--- config.mk ---
export PLATFORM = sky130hd
export DESIGN_NAME = ext_req_edge
export DESIGN_NICKNAME = d
export VERILOG_FILES = /design/src/rtl/ext_req_edge.sv
export SDC_FILE = /design/constraint.sdc
export NUM_CORES = 1
export LEC_CHECK = 0
export ABC_AREA = 1
export BUFFER_PORTS_ARGS = -buffer_cell sky130_fd_sc_hd__buf_2
export CAP_MARGIN = 15
export CORE_ASPECT_RATIO = 0.9
export CORE_MARGIN = 8
export CORE_UTILIZATION = 40
export CTS_CLUSTER_DIAMETER = 40
export DETAILED_ROUTE_END_ITERATION = 10
export PLACE_DENSITY = 0.63
export SYNTH_ARGS = -nofsm -noshare
export SYNTH_HDL_FRONTEND = slang
export SYNTH_SLANG_ARGS = --single-unit
--- constraint.sdc ---
create_clock -name clk -period 2.3 [get_ports clk]
set_input_delay 0.23 -clock clk [delete_from_list [all_inputs] [get_ports clk]]
set_output_delay 0.23 -clock clk [all_outputs]
set_load 0.03 [all_outputs]
--- src/rtl/ext_req_edge.sv ---
module ext_req_edge #(
  parameter int SYNC_STAGES = 2
) (
  input  logic       clk,
  input  logic       rst_n,
  input  logic [3:0] lines_i,
  input  logic       cfg_we,
  input  logic [8:0] cfg_wdata,
  input  logic       flag_clr,
  output logic       flag_o,
  output logic [3:0] trig_o
);

  localparam int NUM_LINES = 4;

  logic [NUM_LINES-1:0] synced;

  for (genvar g = 0; g < NUM_LINES; g++) begin : g_sync
    logic [SYNC_STAGES-1:0] chain_q;
    always_ff @(posedge clk or negedge rst_n) begin
      if (!rst_n) chain_q <= '0;
      else        chain_q <= {chain_q[SYNC_STAGES-2:0], lines_i[g]};
    end
    assign synced[g] = chain_q[SYNC_STAGES-1];
  end

  logic [1:0] sel_q;
  logic       rise_en_q, fall_en_q, lvl_en_q, trig_en_q;
  logic [2:0] ptr_q;
  logic       prev_q;

  always_ff @(posedge clk or negedge rst_n) begin
    if (!rst_n) begin
      sel_q     <= '0;
      rise_en_q <= 1'b0;
      fall_en_q <= 1'b0;
      lvl_en_q  <= 1'b0;
      trig_en_q <= 1'b0;
      ptr_q     <= '0;
    end else if (cfg_we) begin
      sel_q     <= cfg_wdata[1:0];
      rise_en_q <= cfg_wdata[2];
      fall_en_q <= cfg_wdata[3];
      lvl_en_q  <= cfg_wdata[4];
      trig_en_q <= cfg_wdata[5];
      ptr_q     <= cfg_wdata[8:6];
    end
  end

  wire cur     = synced[sel_q];
  wire rise_ev = cur & ~prev_q;
  wire fall_ev = ~cur & prev_q;
  wire set_ev  = (rise_ev & rise_en_q) | (fall_ev & fall_en_q);
  wire clr_ev  = lvl_en_q & ((rise_ev & ~rise_en_q) | (fall_ev & ~fall_en_q));
  wire sel_chg = cfg_we && (cfg_wdata[1:0] != sel_q);

  always_ff @(posedge clk or negedge rst_n) begin
    if (!rst_n) begin
      prev_q <= 1'b0;
      flag_o <= 1'b0;
      trig_o <= '0;
    end else begin
      prev_q <= sel_chg ? synced[cfg_wdata[1:0]] : cur;
      if (set_ev)                 flag_o <= 1'b1;
      else if (clr_ev || flag_clr) flag_o <= 1'b0;
      trig_o <= (set_ev && trig_en_q) ? (4'b0001 << ptr_q[1:0]) : 4'b0000;
    end
  end

endmodule

Word level (Yosys, flattened, before mapping)
Index checks and enable logic that the tools add are counted.
{"block": "word_totals", "regBits": 22, "inputBits": 17}
{"block": "classes", "magnitude_cmp": 2, "eq_ne": 1, "shift": 1, "muxes": 8, "bitwise_logic": 13, "n_reduce_logical": 4}
{"operator": "AND 1 bit", "count": 7}
{"operator": "< comparator 2 x 3 -> 1 bit, second input constant", "count": 2}
{"operator": "two-way mux 1 bit", "count": 5}
{"operator": "binary-select mux 1 bit (select 2 bit)", "count": 2}
{"operator": "two-way mux 4 bit", "count": 1}
{"operator": "NOT 1 bit", "count": 4}
{"operator": "<< shifter 1 x 2 -> 4 bit, first input constant", "count": 1}
{"operator": "logical AND 1 bit", "count": 2}
{"operator": "inequality test 2 bit", "count": 1}
{"operator": "OR 1 bit", "count": 2}
{"operator": "nonzero test 2 bit", "count": 1}
{"operator": "logical OR 1 bit", "count": 1}

Logic depth before layout (Yosys ltp)
{"block": "logic_depth", "word_depth": 10, "mapped_depth": 9, "mapped_depth_nobuf": 9}

Worst setup path after synthesis
OpenSTA, ideal clock, no wires.
{"block": "synth_path", "kind": "register -> register", "start": "register sel_q[0]", "end": "register flag_o", "setup_ns": 0.116, "arrival_time_ns": 0.906, "required_time_ns": 2.184, "setup_slack_ns": 1.277, "stages_incl_launch_ff": 9, "path_buffers": 0, "period_less_slack_ns": 1.023, "cell_sequence": "dfrtp_1 -> nand2_1 -> nand3_2 -> nand2_2 -> nand3_1 -> nand2_1 -> nand2_1 -> nand2_1 -> nand2_1"}
{"block": "synth_via", "elab_chain_len": 9}
{"element": "start, declared", "line_no": "27", "text": "logic [1:0] sel_q;"}
{"element": "start signal, assigned", "line_no": "41", "text": "sel_q <= cfg_wdata[1:0];"}
{"element": "binary-select mux 1 bit (select 2 bit) (*)", "line_no": "50", "text": "wire cur = synced[sel_q];"}
{"element": "two-way mux 1 bit (implied by the code) (*)", "line_no": "50"}
{"element": "NOT 1 bit", "line_no": "52", "text": "wire fall_ev = ~cur & prev_q;"}
{"element": "AND 1 bit", "line_no": "52"}
{"element": "AND 1 bit", "line_no": "54", "text": "wire clr_ev = lvl_en_q & ((rise_ev & ~rise_en_q) | (fall_ev & ~fall_en_q));"}
{"element": "OR 1 bit", "line_no": "54"}
{"element": "AND 1 bit", "line_no": "54"}
{"element": "logical OR 1 bit", "line_no": "65", "text": "else if (clr_ev || flag_clr) flag_o <= 1'b0;"}
{"element": "nonzero test 2 bit (no line)"}
{"element": "end signal, assigned", "line_no": "60", "text": "flag_o <= 1'b0;"}
{"element": "end signal, assigned", "line_no": "64", "text": "if (set_ev) flag_o <= 1'b1;"}
{"element": "end signal, assigned", "line_no": "65"}
{"element": "end, declared", "line_no": "10", "text": "output logic flag_o,"}
Every way passes the cells marked *; elsewhere a longest branch is shown, timed or not. The select of a mux whose other input is x is not followed.
A chain may end at the register's enable or synchronous reset.

Worst setup path after layout
{"block": "layout_path", "start": "register sel_q[0]", "end": "register trig_o[2]"}
{"block": "layout_via", "elab_chain_len": 8}
{"element": "binary-select mux 1 bit (select 2 bit) (*)", "line_no": "50"}
{"element": "two-way mux 1 bit (implied by the code) (*)", "line_no": "50"}
{"element": "NOT 1 bit", "line_no": "52"}
{"element": "AND 1 bit", "line_no": "52"}
{"element": "AND 1 bit", "line_no": "53", "text": "wire set_ev = (rise_ev & rise_en_q) | (fall_ev & fall_en_q);"}
{"element": "OR 1 bit (*)", "line_no": "53"}
{"element": "logical AND 1 bit (*)", "line_no": "66", "text": "trig_o <= (set_ev && trig_en_q) ? (4'b0001 << ptr_q[1:0]) : 4'b0000;"}
{"element": "two-way mux 4 bit (*)", "line_no": "66"}
{"element": "end signal, assigned", "line_no": "66"}
{"element": "end, declared", "line_no": "11", "text": "output logic [3:0] trig_o"}
Marks and branches as above.

==> run metrics <==
status=complete, no violations; Multi-input gate area=263 sq um; worst skew pair latency=0.30 ns; maxcap violations=0; crit end category=flop; Final Cell Area=0.00106 sq mm; synth cell count leaders=22 x dfrtp_1, 18 x nand2_1, 9 x inv_1, 9 x nor2_1, 8 x o21ai_0; worst rel slew slack=68.8%; sw power=0.202 mW; #FFs+latches synth=22; row count=16; hold_buf cts=1; number of enable flip-flop cells after synthesis=0; per-cell routed wire length=10.6 um; Yosys cell types=15; H-tree Lvls=1; # Post-CTS Setup Buffers=0; Max stage delay cell, worst path=dfrtp_1; layout cell share with drive strength beyond 1=28.4%; ranking of synthesized cells by area=dfrtp_1 64%, nand2_1 7.9%, o21ai_0 4.7%; TritonCTS Buffers=3; syn_nets=101; Fin Setup TNS=0 ns; starting density of the core=40.7%; initial antenna violation count=0; routability cong.=0.826; Crit path top cell by count=nand2_2; Hold Crit Class=in2reg; Switching Fraction=24.1%; Post-Synth XOR/XNOR Area=2.05%; Clk pin slew, worst setup/hold paths=0.12 ns; Internal=0.635 mW; DRC=0; Final Hold Viols=0; crit path launch type=flop; fin crit period=1.13 ns; RSZ-0062 raised after global routing=false; total global routing overflow=0; Reg power frac=51.9%; Layout fillers=213; Pre-Repair DR Iteration Count=4; Syn Area/Cell=10.2 sq um; Vias=592; Syn Std Cell Area=855 sq um; Antenna Cells=0; Post-Route WL=1.44 mm; Die ar.=0.00387 sq mm; DIE WIDTH=64.7 um; power per standard cell area=791 mW/mm^2; WP data arrival=1.37 ns; post-cts sizing count=0; crit path cell chain=nand2_1, nand3_2, nand2_2, nand3_2, nand2_2, nand2_2, nor2_1; area leader, netlist=dfrtp_1; dpl hpwl=1.12 mm; CTS Sinks=22; main combinational cell family by area after synthesis=simple AND/OR/NAND/NOR gates; number of DRC markers in iteration 0=24; largest net degree at the start of global routing=23; final core utilization=50.3%; worst path required time=2.54 ns; CTS root buffer=clkbuf_4; VDD IR max=0.000396 V; sequential cell area=551 sq um; measured slew at the worst slew-check pin=0.468 ns; Compound-Gate Fraction of Synth Area=6.44%; asr flop ratio synth=100%; Worst Path Max Fanout=4; TritonCTS clock tree=yes; most common flop cell mapped by yosys=dfrtp_1; Post-Synth Simple-Gate Area=19.6%; Die Ht=59.9 um; mux cell area share after synthesis=2.64%; GRT Overall Usage=8.17%; synthesized instance count=84; Final #Nets=127; vias in the first global route=620; Core Region=0.00210 sq mm; post-route ant nets=0; Layout Skew=0.00266 ns; # IOs=22; WS Path Type=reg2reg; Overall Power=0.837 mW; mean number of vias per cell=4.35; fin. max-slew vios=0; Synth top area share=64.4%; top-count cell post-synth=dfrtp_1; Max Clk Rate=0.888 GHz; Area Growth Syn to Fin=23.7%; port bufs=20; critical path's largest stage delay=0.44 ns; Placed Area=985 sq um; Leak Pwr=0.549 nW; register area share after synthesis=64.4%; CTS Buffer Depth=2; Ys Warns=0; fin crit share=49.0%; Synth Area in Adders=0%; Comb pwr share=13.3%; clock group share of total power=34.7%; first-pass GRT wire length=2.46 mm; final setup fails=0
==> worst max-delay path, delay by kind of cell, from the launching register on <==
kind / cells / cell delay, ns
simple gates: 7 / 0.62
flops: 1 / 0.44
==> through the flow <==
stage	setup slack (ns)	instances	hold slack (ns)
floorplan	1.28	84	-0.0656
global placement	1.21	130	0.210
detailed placement	1.19	130	0.219
CTS	1.16	135	0.0116
global route	1.02	136	0.000463
finish	1.17	136	0.0232
==> metal layers <==
| layer | vias to the layer above | wire length, um | track usage (%) | share of wire, % |
|---|---|---|---|---|
| met5 | - | 0 | 0 | 0 |
| met4 | 0 | 0 | 2.80 | 0 |
| met3 | 0 | 36 | 2.81 | 2.5 |
| met2 | 9 | 717 | 14.4 | 50 |
| met1 | 271 | 686 | 8.95 | 48 |
| li1 | 312 | - | - | - |
==> flip-flops by register name (all words and copies together), names as in the netlist, 2 cells and up <==
| name | cells |
|---|---|
| trig_o | 4 |
| g_sync.chain_q | 8 |
| ptr_q | 2 |
| sel_q | 2 |
==> cell type report <==
| type | count | area share (%) |
|---|---|---|
| flip-flops and latches | 22 | 52.1 |
| multi-input cells | 51 | 24.9 |
| repair buffers | 22 | 11.4 |
| inverters | 10 | 3.55 |
| well taps | 27 | 3.20 |
| clock inverters | 1 | 2.84 |
| clock buffers | 3 | 2.13 |
==> power by group through the flow <==
stage	logic [mW]	clock network (mW)	registers, mW
detailed placement	0.111	0	0.443
floorplan	0.0582	0	0.453
global route	0.129	0.315	0.438
finish	0.112	0.291	0.434
CTS	0.113	0.300	0.435
global placement	0.109	0	0.441
==> cells by family (layout without fill, tap and decap cells) <==
group                  Yosys count  count (layout)
AO/OA/AOI/OAI                   11              11
flip-flops                      22              22
XOR/XNOR                         2               2
multiplexers                     2               2
AND/OR/NAND/NOR                 36              36
buffers and inverters           11              36
==> final timing paths <==
kind / start / end / slack, ns / cells after the start
max in group asynchronous: rst_n / ptr_q[0] / 1.58 / 2
setup reg to reg: sel_q[0] / trig_o[2] / 1.17 / 7
setup / recovery: sel_q[0] / trig_o[2] / 1.17 / 7
min in group asynchronous: rst_n / lvl_en_q / 0.40 / 2
hold / removal: lines_i[2] / g_sync[2].chain_q[0] / 0.02 / 1
hold reg to reg: g_sync[1].chain_q[0] / g_sync[1].chain_q[1] / 0.36 / 0
==> cell usage in the layout, fill, tap and decap left out <==
cell	n
dfrtp_1	22
buf_2	20
nand2_1	18
inv_1	9
nor2_1	9
o21ai_0	8
nand3_2	3
nand2_2	3
clkbuf_4	3
nand4_1	2
xor2_1	2
o21ai_1	2
mux2_1	2
dlygate4sd3_1	2
inv_2	1
a21oi_1	1
nand3_1	1
bufinv_16	1
Power figures use the tool's default switching activity.
